$ cat src/rtl/arb3_pkg.sv
// Package: shared sizes and state encoding for the three-requester arbiter.
// Assumes exactly one idle state plus one grant state per requester, and that
// grant state k+1 belongs to requester index k.
package arb3_pkg;
    localparam int NREQ = 3;                 // number of requesters
    localparam int NHI  = NREQ - 1;          // requesters that can be passed over for the last one
    localparam int SW   = $clog2(NREQ + 1);  // state width

    typedef enum logic [SW-1:0] {
        ST_IDLE = 2'd0,
        ST_G1   = 2'd1,
        ST_G2   = 2'd2,
        ST_G3   = 2'd3
    } arb_state_e;

    // Map a requester index (0-based) to the grant state that serves it.
    function automatic arb_state_e serve_state(input int idx);
        return arb_state_e'(SW'(idx + 1));
    endfunction
endpackage

$ cat src/rtl/arb3_pick.sv
// Module: next-state selection for the arbiter.
// Holds a grant while its request stays high and returns to idle when it drops.
// From idle it picks the lowest-numbered eligible requester. A requester is not
// eligible if it has already been served while the last requester waits.
// Assumes the mark vector comes from arb3_fair_flags and is registered.
module arb3_pick
    import arb3_pkg::*;
(
    input  arb_state_e          cur_st,
    input  logic [NREQ-1:0]     req,
    input  logic [NHI-1:0]      served,
    output arb_state_e          nxt_st
);
    logic [NHI-1:0] elig;
    logic           last_wait;

    assign last_wait = req[NREQ-1];

    // Eligibility of each higher-priority requester under the fairness rule.
    genvar gi;
    generate
        for (gi = 0; gi < NHI; gi++) begin : g_elig
            assign elig[gi] = req[gi] & ~(last_wait & served[gi]);
        end
    endgenerate

    // Next-state decision: hold, release, or choose from idle.
    always_comb begin
        nxt_st = cur_st;
        unique case (cur_st)
            ST_IDLE: begin
                if (elig[0])        nxt_st = ST_G1;
                else if (elig[1])   nxt_st = ST_G2;
                else if (last_wait) nxt_st = ST_G3;
                else                nxt_st = ST_IDLE;
            end
            ST_G1:   nxt_st = req[0] ? ST_G1 : ST_IDLE;
            ST_G2:   nxt_st = req[1] ? ST_G2 : ST_IDLE;
            ST_G3:   nxt_st = req[2] ? ST_G3 : ST_IDLE;
            default: nxt_st = ST_IDLE;
        endcase
    end
endmodule

$ cat src/rtl/arb3_fair_flags.sv
// Module: "served while the last requester waits" marks.
// A mark is set when its requester wins a decision from idle while the last
// requester's request is high. Both marks clear when the last requester is
// chosen, when its request is low, or on reset.
// Assumes cur_st and nxt_st are the arbiter's present and next state.
module arb3_fair_flags
    import arb3_pkg::*;
(
    input  logic            clk,
    input  logic            rst_n,
    input  logic            last_wait,
    input  arb_state_e      cur_st,
    input  arb_state_e      nxt_st,
    output logic [NHI-1:0]  served
);
    logic wipe;

    // Condition that ends the current waiting period.
    assign wipe = ~last_wait | (nxt_st == ST_G3);

    genvar fi;
    generate
        for (fi = 0; fi < NHI; fi++) begin : g_mark
            // Register for one requester's mark.
            always_ff @(posedge clk) begin
                if (!rst_n)
                    served[fi] <= 1'b0;
                else if (wipe)
                    served[fi] <= 1'b0;
                else if (cur_st == ST_IDLE && nxt_st == serve_state(fi))
                    served[fi] <= 1'b1;
            end
        end
    endgenerate
endmodule

$ cat src/rtl/arb3_grant_dec.sv
// Module: Moore output decode, state to one-hot grant.
// Assumes grant state k+1 serves requester k. The idle state drives no grant.
module arb3_grant_dec
    import arb3_pkg::*;
(
    input  arb_state_e       cur_st,
    output logic [NREQ-1:0]  gnt
);
    genvar di;
    generate
        for (di = 0; di < NREQ; di++) begin : g_dec
            // One grant bit per matching state.
            assign gnt[di] = (cur_st == serve_state(di));
        end
    endgenerate
endmodule

$ cat src/rtl/arb3_starve_guard.sv
// Module: three-requester fixed-priority arbiter with a starvation guard.
// Contains the state register, the next-state picker, the fairness marks and
// the grant decode. Assumes inputs change only after the rising edge and that
// the reset is synchronous and active low.
module arb3_starve_guard
    import arb3_pkg::*;
(
    input  logic             clk,
    input  logic             rst_n,
    input  logic [NREQ-1:0]  req,
    output logic [NREQ-1:0]  gnt
);
    arb_state_e      cur_st;
    arb_state_e      nxt_st;
    logic [NHI-1:0]  served;

    // State register.
    always_ff @(posedge clk) begin
        if (!rst_n) cur_st <= ST_IDLE;
        else        cur_st <= nxt_st;
    end

    arb3_pick u_pick (
        .cur_st (cur_st),
        .req    (req),
        .served (served),
        .nxt_st (nxt_st)
    );

    arb3_fair_flags u_flags (
        .clk       (clk),
        .rst_n     (rst_n),
        .last_wait (req[NREQ-1]),
        .cur_st    (cur_st),
        .nxt_st    (nxt_st),
        .served    (served)
    );

    arb3_grant_dec u_dec (
        .cur_st (cur_st),
        .gnt    (gnt)
    );
endmodule

$ cat config.mk
export PLATFORM = sky130hd
export DESIGN_NAME = arb3_starve_guard
export DESIGN_NICKNAME = d
export VERILOG_FILES = /design/src/rtl/arb3_pkg.sv /design/src/rtl/arb3_pick.sv /design/src/rtl/arb3_fair_flags.sv /design/src/rtl/arb3_grant_dec.sv /design/src/rtl/arb3_starve_guard.sv
export SDC_FILE = /design/constraint.sdc
export NUM_CORES = 1
export LEC_CHECK = 0
export ABC_AREA = 1
export BUFFER_PORTS_ARGS = -buffer_cell sky130_fd_sc_hd__buf_2
export CAP_MARGIN = 20
export CELL_PAD_IN_SITES_DETAIL_PLACEMENT = 0
export CELL_PAD_IN_SITES_GLOBAL_PLACEMENT = 1
export CORE_AREA = 3 3 40 42
export DETAILED_ROUTE_END_ITERATION = 16
export DIE_AREA = 0 0 43 45
export PLACE_DENSITY_LB_ADDON = 0.1
export SYNTH_ARGS = -nofsm -noshare
export SYNTH_HDL_FRONTEND = slang
export SYNTH_SLANG_ARGS = --single-unit
$ cat constraint.sdc
create_clock -name clk -period 1.4 [get_ports clk]
set_input_delay 0.07 -clock clk [delete_from_list [all_inputs] [get_ports clk]]
set_output_delay 0.07 -clock clk [all_outputs]
set_load 0.01 [all_outputs]
==> flow_metrics.env <==
export IMPL_status="completed"
export IMPL_regToRegStartpoint="cur_st[1]$_SDFF_PN0_"
export IMPL_finalSetupViolations=0
export IMPL_end_kind="register"
export IMPL_mostFrequentLayoutCell="nand2_1"
export IMPL_hold_buffers=0
export IMPL_netlist_area_um2=261.5
export IMPL_cts_buffers=3
export IMPL_cts_resized=0
export IMPL_clkTransAtPathRegs_ns=0.04
export IMPL_yosys_register_bits=4
export IMPL_core_um2=1285
export IMPL_maxSlewViolCount=0
export IMPL_syn_inst=44
export IMPL_synth_fp_nets=49
export IMPL_max_cap_violations=0
export IMPL_ys_seq_area_share_pct=30.62
export IMPL_cts_buffer_depth=2
export IMPL_antenna_found_initial=0
export IMPL_hpwl_um=515.9
export IMPL_gp_congestion=0.7699
export IMPL_die_w_um=43
export IMPL_hold_viol_final=0
export IMPL_finalNonFillerCells=69
export IMPL_yosysUniqueCellTypes=12
export IMPL_avgSynthCellArea_um2=5.943
export IMPL_cts_tree="done"
export IMPL_final_setup_tns_ns=0
export IMPL_tightest_slew_ns=0.1995
export IMPL_fin_skew_ns=0.001948
export IMPL_cts_setup_buffers=0
export IMPL_clk_latency_ns=0.23
export IMPL_p_leak_uw=0.0001918
export IMPL_grt_use_total_pct=8.070
export IMPL_cts_root_buf="clkbuf_4"
export IMPL_critPathBufInv=0
export IMPL_start_util_pct=20.35
export IMPL_layout_common_cells="13 x nand2_1, 8 x inv_1, 7 x buf_2, 5 x nand3_1, 4 x dfxtp_1"
export IMPL_max_clock_freq_ghz=0.8989
export IMPL_wl_per_cell_um=9.232
export IMPL_vias=296
export IMPL_cp_arrival_ns=1.27
export IMPL_layout_drive_gt1_share_pct=31.48
export IMPL_crit_path_start_kind="register"
export IMPL_post_place_ws_ns=0.3086
export IMPL_grt_pass1_wl_um=1104
export IMPL_cts_sinks=4
export IMPL_drtAntennaViolNets=0
export IMPL_cpMaxStageDelayCell="dfxtp_1"
export IMPL_crit_required_ns=1.56
export IMPL_finalInstanceArea_um2=337.8
export IMPL_layout_setup_ws_ns=0.2875
export IMPL_period_share_pct=79.46
export IMPL_drt_wl_total_um=637
export IMPL_placed_area_um2=315.3
export IMPL_rsz0062_at_grt="no"
export IMPL_viasPerCell=4.290
export IMPL_path_delay_family="simple AND/OR/NAND/NOR gates"
export IMPL_hp_class="in -> reg"
export IMPL_num_antenna_cells=0
export IMPL_nets=61
export IMPL_dieArea_um2=1935
export IMPL_yosys_warnings=0
export IMPL_drtPass1Iterations=4
export IMPL_relSlewSlack_pct=86.68
export IMPL_grt_ovfl_total=0
export IMPL_min_from="rst_n"
export IMPL_path_cells="nor2_1 > nand3_1 > nand3b_1 > a21oi_2"
export IMPL_critPathKind="reg -> reg"
export IMPL_grt_pass1_vias=277
export IMPL_slowest_delay_ns=0.35
export IMPL_p_per_area_nw_per_um2=1073
export IMPL_drt_iter0_markers=9
export IMPL_htree_num_levels=1
export IMPL_path_max_fanout=6
export IMPL_ir_worst_vdd_v=0.0003608
export IMPL_power_total_uw=362.5
export IMPL_grt_max_degree=7
export IMPL_drc_errors=0
export IMPL_rows=13
export IMPL_period_needed_ns=1.112
export IMPL_die_h_um=45
export IMPL_area_growth_pct=29.19
export IMPL_io_buffers=7
export IMPL_crit_start="cur_st[1]$_SDFF_PN0_"
export IMPL_dp_cells=66
export IMPL_pin_count=8
## layer usage
metal / routed length [um] / vias up / global-route usage [%] / part of all wire (%)
li1: - / 157 / - / -
met1: 304 / 129 / 9.135 / 48
met2: 284 / 10 / 11.38 / 45
met3: 49 / 0 / 5.976 / 7.7
met4: 0 / 0 / 3.614 / 0
met5: 0 / - / 0 / 0
## cell type report
class                   instances  area, um2
well taps                      15      18.77
repair buffers                  7      35.03
flip-flops and latches          4      80.08
multi-input cells              29      140.1
clock buffers                   3      22.52
inverters                      11      41.29
fillers                       155      947.2
## power by group
| part | switching [uW] | total [uW] | internal (uW) | leakage (uW) |
|---|---|---|---|---|
| Combinational | 57.2 | 91.9 | 34.7 | 0.000145 |
| Clock | 39.3 | 135 | 95.3 | 0.0000138 |
| Sequential | 11.6 | 136 | 124 | 0.0000328 |
## sequential cells by signal, indices dropped and copies added (netlist names)
| signal | count |
|---|---|
| cur_st | 2 |
| u_flags.served | 2 |
## worst register-to-register path, stage by stage (launching register included)
cell and delay [ns]:
dfxtp_1 0.35, nor2_1 0.20, nand3_1 0.16, nand3b_1 0.21, a21oi_2 0.14
## cells in the mapped netlist (all sizes together)
master | instances | area (um2)
nand3 | 5 | 25.02
nand2 | 15 | 61.31
nand4 | 1 | 6.260
nor2 | 3 | 11.26
dfxtp | 4 | 80.08
inv | 11 | 41.29
nand3b | 1 | 7.510
a21oi | 3 | 22.52
a31oi | 1 | 6.260
## worst paths after layout
kind,end,slack (ns),cells after the start
setup / recovery,u_flags.served[1]$_SDFFE_PP0P_,0.29,4
setup reg to reg,u_flags.served[1]$_SDFFE_PP0P_,0.29,4
hold / removal,cur_st[1]$_SDFF_PN0_,0.10,3
hold reg to reg,u_flags.served[0]$_SDFFE_PP0P_,0.48,2
## metrics by stage
step,hold slack [ns],utilization (%)
2_1_floorplan,0.2014,-
3_3_place_gp,0.3476,24.54
3_5_place_dp,0.3433,24.54
4_1_cts,0.1007,26.29
5_1_grt,0.1356,26.29
6_report,0.1049,26.29
## kinds of logic (layout without fill, tap and decap cells)
kind of cell	Yosys count	count (layout)	synth area share, %
AOI/OAI and AO/OA	4	4	11.01
buffers and inverters	11	21	15.79
DFF	4	4	30.62
and+or+nand+nor	25	25	42.58
No activity file was read; power rests on OpenSTA's default activity.
